[config.mk]
export PLATFORM = sky130hd
export DESIGN_NAME = spi_dly_master
export DESIGN_NICKNAME = d
export VERILOG_FILES = /design/src/rtl/spi_dly_pkg.sv /design/src/rtl/spi_dly_ctrl.sv /design/src/rtl/spi_dly_dpath.sv /design/src/rtl/spi_dly_master.sv
export SDC_FILE = /design/constraint.sdc
export NUM_CORES = 1
export LEC_CHECK = 0
export BUFFER_PORTS_ARGS = -buffer_cell sky130_fd_sc_hd__buf_2
export CAP_MARGIN = 20
export CORE_MARGIN = 3
export CORE_UTILIZATION = 35
export CTS_BUF_LIST = sky130_fd_sc_hd__clkbuf_8
export CTS_CLUSTER_SIZE = 40
export DETAILED_ROUTE_END_ITERATION = 8
export PLACE_DENSITY = 0.59
export SLEW_MARGIN = 20
export SYNTH_ARGS = -nofsm -noshare
export SYNTH_HDL_FRONTEND = slang
export SYNTH_SLANG_ARGS = --single-unit
export TNS_END_PERCENT = 1
[constraint.sdc]
create_clock -name clk -period 2.7 [get_ports clk]
set_clock_uncertainty 0.1 [all_clocks]
set_input_delay 0.675 -clock clk [delete_from_list [all_inputs] [get_ports clk]]
set_output_delay 0.675 -clock clk [all_outputs]
set_load 0.05 [all_outputs]
[src/rtl/spi_dly_pkg.sv]
package spi_dly_pkg;

  typedef enum logic [2:0] {
    ST_IDLE,
    ST_ARM,
    ST_SETUP,
    ST_LEAD,
    ST_SHIFT,
    ST_TAIL
  } ctrlState_t;

  typedef struct packed {
    logic accept;
    logic toggle;
    logic launch;
    logic capture;
    logic finish;
  } shiftStb_t;

endpackage

[src/rtl/spi_dly_ctrl.sv]
module spi_dly_ctrl
  import spi_dly_pkg::*;
#(
  parameter int W    = 8,
  parameter int DIVW = 7,
  parameter int DLYW = 8
) (
  input  logic            clk,
  input  logic            rstN,
  input  logic            startReq,
  input  logic            cpha,
  input  logic            csHold,
  input  logic [DIVW-1:0] halfCfg,
  input  logic [DLYW-1:0] c2tCfg,
  input  logic [DLYW-1:0] t2cCfg,
  input  logic            slaveRdyN,
  output shiftStb_t       stb,
  output logic            csN,
  output logic            busy,
  output logic            done
);

  localparam int IDXW = $clog2(2 * W) + 1;
  localparam int CNTW = ((DLYW > DIVW) ? DLYW : DIVW) + 2;
  localparam logic [IDXW-1:0] LASTIDX = IDXW'(2 * W - 1);

  ctrlState_t      state;
  logic [CNTW-1:0] cnt;
  logic [IDXW-1:0] edgeIdx;
  logic [IDXW-1:0] curIdx;
  logic            cphaL;
  logic            holdL;
  logic [DIVW-1:0] halfL;
  logic [DLYW-1:0] c2tL;
  logic [DLYW-1:0] t2cL;
  logic [CNTW-1:0] halfLen;
  logic [CNTW-1:0] leadLen;
  logic [CNTW-1:0] tailLen;

  assign halfLen = CNTW'(halfL) + CNTW'(1);
  assign leadLen = CNTW'(holdL) + (cphaL ? halfLen : '0);
  assign tailLen = CNTW'(t2cL) + (cphaL ? '0 : halfLen);

  always_comb begin
    curIdx      = (state == ST_LEAD) ? '0 : edgeIdx;
    stb         = '0;
    stb.accept  = (state == ST_IDLE) && startReq;
    stb.toggle  = ((state == ST_LEAD) || (state == ST_SHIFT)) && (cnt == '0);
    stb.capture = stb.toggle && (curIdx[0] == cphaL);
    stb.launch  = stb.toggle && (curIdx[0] != cphaL) &&
                  (cphaL ? (curIdx != '0) : (curIdx != LASTIDX));
    stb.finish  = (state == ST_TAIL) && (cnt == '0);
  end

  always_ff @(posedge clk or negedge rstN) begin
    if (!rstN) begin
      state   <= ST_IDLE;
      cnt     <= '0;
      edgeIdx <= '0;
      csN     <= 1'b1;
      busy    <= 1'b0;
      done    <= 1'b0;
      cphaL   <= 1'b0;
      holdL   <= 1'b0;
      halfL   <= '0;
      c2tL    <= '0;
      t2cL    <= '0;
    end else begin
      done <= 1'b0;
      case (state)
        ST_IDLE: begin
          if (startReq) begin
            cphaL <= cpha;
            holdL <= csHold;
            halfL <= halfCfg;
            c2tL  <= c2tCfg;
            t2cL  <= t2cCfg;
            busy  <= 1'b1;
            state <= ST_ARM;
          end
        end
        ST_ARM: begin
          csN   <= 1'b0;
          cnt   <= CNTW'(c2tL);
          state <= ST_SETUP;
        end
        ST_SETUP: begin
          if (cnt != '0) begin
            cnt <= cnt - 1'b1;
          end else if (!slaveRdyN) begin
            cnt   <= leadLen;
            state <= ST_LEAD;
          end
        end
        ST_LEAD: begin
          if (cnt == '0) begin
            cnt     <= halfLen - 1'b1;
            edgeIdx <= IDXW'(1);
            state   <= ST_SHIFT;
          end else begin
            cnt <= cnt - 1'b1;
          end
        end
        ST_SHIFT: begin
          if (cnt == '0) begin
            edgeIdx <= edgeIdx + 1'b1;
            if (edgeIdx == LASTIDX) begin
              cnt   <= tailLen;
              state <= ST_TAIL;
            end else begin
              cnt <= halfLen - 1'b1;
            end
          end else begin
            cnt <= cnt - 1'b1;
          end
        end
        ST_TAIL: begin
          if (cnt == '0) begin
            csN   <= 1'b1;
            busy  <= 1'b0;
            done  <= 1'b1;
            state <= ST_IDLE;
          end else begin
            cnt <= cnt - 1'b1;
          end
        end
        default: state <= ST_IDLE;
      endcase
    end
  end

  // a high ready sample at the decision point keeps the engine waiting with CS low
  a_r3_wait_ready: assert property (@(posedge clk) disable iff (!rstN)
    (state == ST_SETUP && cnt == '0 && slaveRdyN) |=> (state == ST_SETUP && !csN));

  // a start request while busy leaves the state machine running
  a_r11_start_ignored: assert property (@(posedge clk) disable iff (!rstN)
    (busy && !done && state != ST_TAIL && startReq) |=> busy);

endmodule

[src/rtl/spi_dly_dpath.sv]
module spi_dly_dpath
  import spi_dly_pkg::*;
#(
  parameter int W = 8
) (
  input  logic         clk,
  input  logic         rstN,
  input  shiftStb_t    stb,
  input  logic         cpol,
  input  logic [W-1:0] txWord,
  input  logic         miso,
  output logic         sclk,
  output logic         mosi,
  output logic [W-1:0] rxWord
);

  logic [W-1:0] txShift;
  logic [W-1:0] rxShift;

  assign mosi = txShift[W-1];

  always_ff @(posedge clk or negedge rstN) begin
    if (!rstN) begin
      txShift <= '0;
      rxShift <= '0;
      sclk    <= 1'b0;
      rxWord  <= '0;
    end else begin
      if (stb.accept) begin
        txShift <= txWord;
        rxShift <= '0;
        sclk    <= cpol;
      end else begin
        if (stb.toggle)  sclk    <= ~sclk;
        if (stb.launch)  txShift <= {txShift[W-2:0], 1'b0};
        if (stb.capture) rxShift <= {rxShift[W-2:0], miso};
        if (stb.finish)  rxWord  <= rxShift;
      end
    end
  end

  // serial output only moves on a launch edge or when a new word is taken
  a_r7_mosi_quiet: assert property (@(posedge clk) disable iff (!rstN)
    (!stb.launch && !stb.accept) |=> $stable(mosi));

  // the received word only updates at the end of a transfer
  a_r8_rx_held: assert property (@(posedge clk) disable iff (!rstN)
    !stb.finish |=> $stable(rxWord));

endmodule

[src/rtl/spi_dly_master.sv]
module spi_dly_master
  import spi_dly_pkg::*;
#(
  parameter int W    = 8,
  parameter int DIVW = 7,
  parameter int DLYW = 8
) (
  input  logic            clk,
  input  logic            rstN,
  input  logic            startReq,
  input  logic [W-1:0]    txWord,
  input  logic            cpol,
  input  logic            cpha,
  input  logic            csHold,
  input  logic [DIVW-1:0] halfCfg,
  input  logic [DLYW-1:0] c2tCfg,
  input  logic [DLYW-1:0] t2cCfg,
  input  logic            slaveRdyN,
  input  logic            miso,
  output logic            sclk,
  output logic            mosi,
  output logic            csN,
  output logic            busy,
  output logic            done,
  output logic [W-1:0]    rxWord
);

  shiftStb_t stb;

  spi_dly_ctrl #(.W(W), .DIVW(DIVW), .DLYW(DLYW)) u_ctrl (
    .clk       (clk),
    .rstN      (rstN),
    .startReq  (startReq),
    .cpha      (cpha),
    .csHold    (csHold),
    .halfCfg   (halfCfg),
    .c2tCfg    (c2tCfg),
    .t2cCfg    (t2cCfg),
    .slaveRdyN (slaveRdyN),
    .stb       (stb),
    .csN       (csN),
    .busy      (busy),
    .done      (done)
  );

  spi_dly_dpath #(.W(W)) u_dpath (
    .clk    (clk),
    .rstN   (rstN),
    .stb    (stb),
    .cpol   (cpol),
    .txWord (txWord),
    .miso   (miso),
    .sclk   (sclk),
    .mosi   (mosi),
    .rxWord (rxWord)
  );

  // chip select is only active inside a busy window
  a_r2_cs_in_busy: assert property (@(posedge clk) disable iff (!rstN)
    !csN |-> busy);

  // the done pulse coincides with chip select released
  a_r9_cs_released: assert property (@(posedge clk) disable iff (!rstN)
    done |-> csN);

  // done lasts one cycle
  a_r10_done_pulse: assert property (@(posedge clk) disable iff (!rstN)
    done |=> !done);

  // busy only drops together with done
  a_r11_busy_ends: assert property (@(posedge clk) disable iff (!rstN)
    $fell(busy) |-> done);

  // the serial clock is quiet while no transfer is running
  a_r6_sclk_idle: assert property (@(posedge clk) disable iff (!rstN)
    (!busy && $past(!busy)) |-> $stable(sclk));

endmodule

==> results.sh <==
export IMPL_status="completed"
export IMPL_fin_crit_ps=2600
export IMPL_finalWirelength_um=12300
export IMPL_final_cells=765
export IMPL_io_pins=52
export IMPL_worstHoldPathType="input pin to asynchronous set/reset pin"
export IMPL_grt_pass1_vias=4164
export IMPL_setup_viol=0
export IMPL_switching_power_uw=3040
export IMPL_worstReg2RegEnd="u_ctrl.cnt[2]"
export IMPL_drv_slew=0
export IMPL_die_h_um=123
export IMPL_worst_r2r_cell_count=11
export IMPL_cp_cell_sequence="buf_8, nor2_1, ha_2, inv_1, fa_1, xnor2_1, nand2_1, o21ai_0, nand2_1, a2111o_1, o311ai_0"
export IMPL_crit_type="flop to flop"
export IMPL_swShare_pct=43.2
export IMPL_syn_nets=560
export IMPL_via_per_inst=5.42
export IMPL_htreeDepth=3
export IMPL_cp_end_kind="flop"
export IMPL_post_route_period_util_pct=96.5
export IMPL_root_buffer="clkbuf_8"
export IMPL_grt_busiest_layer="met2"
export IMPL_power_density_nw_per_um2=1200
export IMPL_antenna_left=0
export IMPL_fp_coreArea_sq_um=12900
export IMPL_crit_path_start_kind="flop"
export IMPL_die_w_um=123
export IMPL_port_buffer_count=51
export IMPL_max_slew_margin_pct=61.3
export IMPL_vdd_ir_drop_max_mv=0.497
export IMPL_grt_use_met1_pct=23.6
export IMPL_timing_final_hold_violations=0
export IMPL_ys_ff_latch=71
export IMPL_fp_row_count=41
export IMPL_gp_congestion=0.901
export IMPL_first_pass_iters=5
export IMPL_cts_buffer_depth=2
export IMPL_worst_hold_slack_ps=174
export IMPL_grtUsageTotal_pct=17.3
export IMPL_hpwl_um=9230
export IMPL_yosys_top_cells_area="dfrtp_1 37%, mux2_2 8.0%, ha_1 4.2%"
export IMPL_syn_area_sq_um=4760
export IMPL_yosysTopAreaCell="dfrtp_1"
export IMPL_r2r_slack_ps=100
export IMPL_num_antenna_cells=0
export IMPL_cp_slowest_stage_delay_ps=430
export IMPL_cp_slowest_cell="dfrtp_1"
export IMPL_ys_warn_count=0
export IMPL_antenna_found_initial=0
export IMPL_syn2layout_area_growth_pct=23.5
export IMPL_ys_async_sr_fraction_pct=100
export IMPL_met2_usage_pct=27.8
export IMPL_dieArea_sq_um=15000
export IMPL_clkPwrFrac_pct=14.9
export IMPL_dpl_cell_count=742
export IMPL_cp_required_ps=2840
export IMPL_area_sequential_sq_um=1780
export IMPL_numClockSinks=71
export IMPL_drt_iter0_markers=240
export IMPL_timing_fmax_mhz=384
export IMPL_path_delay_family="adder cells"
export IMPL_rsz0062_at_grt="yes"
export IMPL_worst_slew_pin_slew_ps=575
export IMPL_multi_input_area_sq_um=2880
export IMPL_internal_power_uw=4000
export IMPL_grtUsageMet3_pct=3.32
export IMPL_reg2reg_from="u_ctrl.halfL[0]"
export IMPL_drive_above_1_share_pct=33.6
export IMPL_post_drt_wl_per_cell_um=16.1
export IMPL_maxCapViolations=0
export IMPL_nets=644
export IMPL_critPathArrivalTime_ps=2740
export IMPL_clk_pin_slew_ps=90
export IMPL_route_detailed_drc=0
export IMPL_seq_power_share_pct=27.6
export IMPL_syn_avg_cell_area_sq_um=9.44
export IMPL_grt_pass1_wl_um=20500
export IMPL_worst_path_max_fanout=14
export IMPL_grt_max_degree=53
export IMPL_synth_top_cell_area_share_pct=36.8
export IMPL_fill_cells=1275
export IMPL_clk_latency_ps=360
export IMPL_leakage_uw=0.00257
export IMPL_synth_edf_count=0
export IMPL_synthFlopType="dfrtp_1"
export IMPL_grt_ovfl_total=0
export IMPL_power_share_combinational_pct=57.5
export IMPL_post_synth_num_cell_types=76
export IMPL_cp_num_buf_inv=2
export IMPL_synth_common_cells="70 x dfrtp_1, 48 x nand2_1, 36 x nor2_1"
export IMPL_synth_most_common_cell="dfrtp_1"
export IMPL_cts_buffers=9
export IMPL_cp_common_cell="nand2_1"
export IMPL_synthCells=504
export IMPL_initial_core_util_pct=36.8
export IMPL_cts_tree="yes"
export IMPL_yosysSeqAreaShare_pct=37.4
export IMPL_num_vias=4145
==> worst register-to-register path, delay by kind of cell (launching register included) <==
family | cells | cell delay [ps]
AO/OA/AOI/OAI | 3 | 590
XOR/XNOR | 1 | 190
adder cells (fa/ha/maj) | 2 | 630
buffers and inverters | 2 | 230
flip-flops | 1 | 430
AND/OR/NAND/NOR | 3 | 300
==> what timing repair did <==
item / CTS / global route
hold buffers: 0 / 0
setup endpoints to repair: 3 / 10
gates resized for setup: 3 / 26
setup buffers: 0 / 7
gates cloned: 0 / 0
pin swaps: 0 / 7
==> stage by stage <==
step                total power, uW  util [%]  setup TNS, ps  setup slack [ps]  cell area, sq um
finish                         7040      45.5              0              95.5              5880
global route                   7600      45.5           -176             -62.5              5880
CTS                            6800      44.3          -57.6             -30.4              5730
detailed placement             5700      42.3          -92.4             -67.1              5470
global placement               5640      42.3          -38.4             -32.2              5470
floorplan                      4470         -              0              2.54              4770
==> layer usage <==
layer / vias to the layer above / routed length [um]
li1: 2020 / -
met1: 2021 / 5640
met2: 90 / 5860
met3: 14 / 581
met4: 0 / 229
met5: - / 0
==> cell usage in the layout, fill, tap and decap left out, drive strengths merged, types with 15 or more instances in the layout <==
master  instances
buf           102
dfrtp          70
nand2          48
nor2           44
o21ai          35
mux2           34
inv            18
a21oi          17
ha             16
mux2i          15
==> state kept, by name (all words and copies together) (netlist names), 5 cells and up <==
register / flops
u_dpath.rxShift: 8
u_dpath.rxWord: 8
u_dpath.txShift: 8
u_ctrl.halfL: 7
u_ctrl.t2cL: 8
u_ctrl.cnt: 10
u_ctrl.c2tL: 8
u_ctrl.edgeIdx: 5
==> power groups by stage <==
stage | clock, uW | sequential (uW) | combinational [uW]
finish | 1050 | 1940 | 4040
global route | 1130 | 2010 | 4450
CTS | 1080 | 1920 | 3790
detailed placement | 0 | 1940 | 3760
global placement | 0 | 1930 | 3700
floorplan | 0 | 1900 | 2570
==> cells by family after synthesis <==
group / Yosys count / share of synthesized area, %
AO/OA/AOI/OAI: 138 / 20.6
XOR/XNOR: 17 / 3.13
adder cells (fa/ha/maj): 17 / 4.63
buffers and inverters: 47 / 4.44
flip-flops: 71 / 37.4
multiplexers: 49 / 11.2
AND/OR/NAND/NOR: 165 / 18.6
==> final cells by class <==
type                       count  share of cell area, %
timing repair buffer         102                   11.7
clock inverter                 7                   2.07
sequential                    71                   30.3
multi-input combinational    386                   49.0
tap                          172                   3.66
inverter                      18                   1.15
clock buffer                   9                   2.11
==> worst max path at each step <==
stage | start | to | slack [ps] | cells after the start
after floorplan | u_ctrl.halfL[0] | u_ctrl.cnt[8] | 3 | 13
after global placement | u_ctrl.halfL[2] | u_ctrl.cnt[4] | -30 | 11
after detailed placement | u_ctrl.halfL[0] | u_ctrl.cnt[7] | -70 | 12
after CTS | u_ctrl.halfL[0] | u_ctrl.cnt[7] | -30 | 12
after global routing | u_ctrl.halfL[0] | u_ctrl.cnt[8] | -60 | 11
final | u_ctrl.halfL[0] | u_ctrl.cnt[2] | 100 | 11
Power figures use the tool's default switching activity.
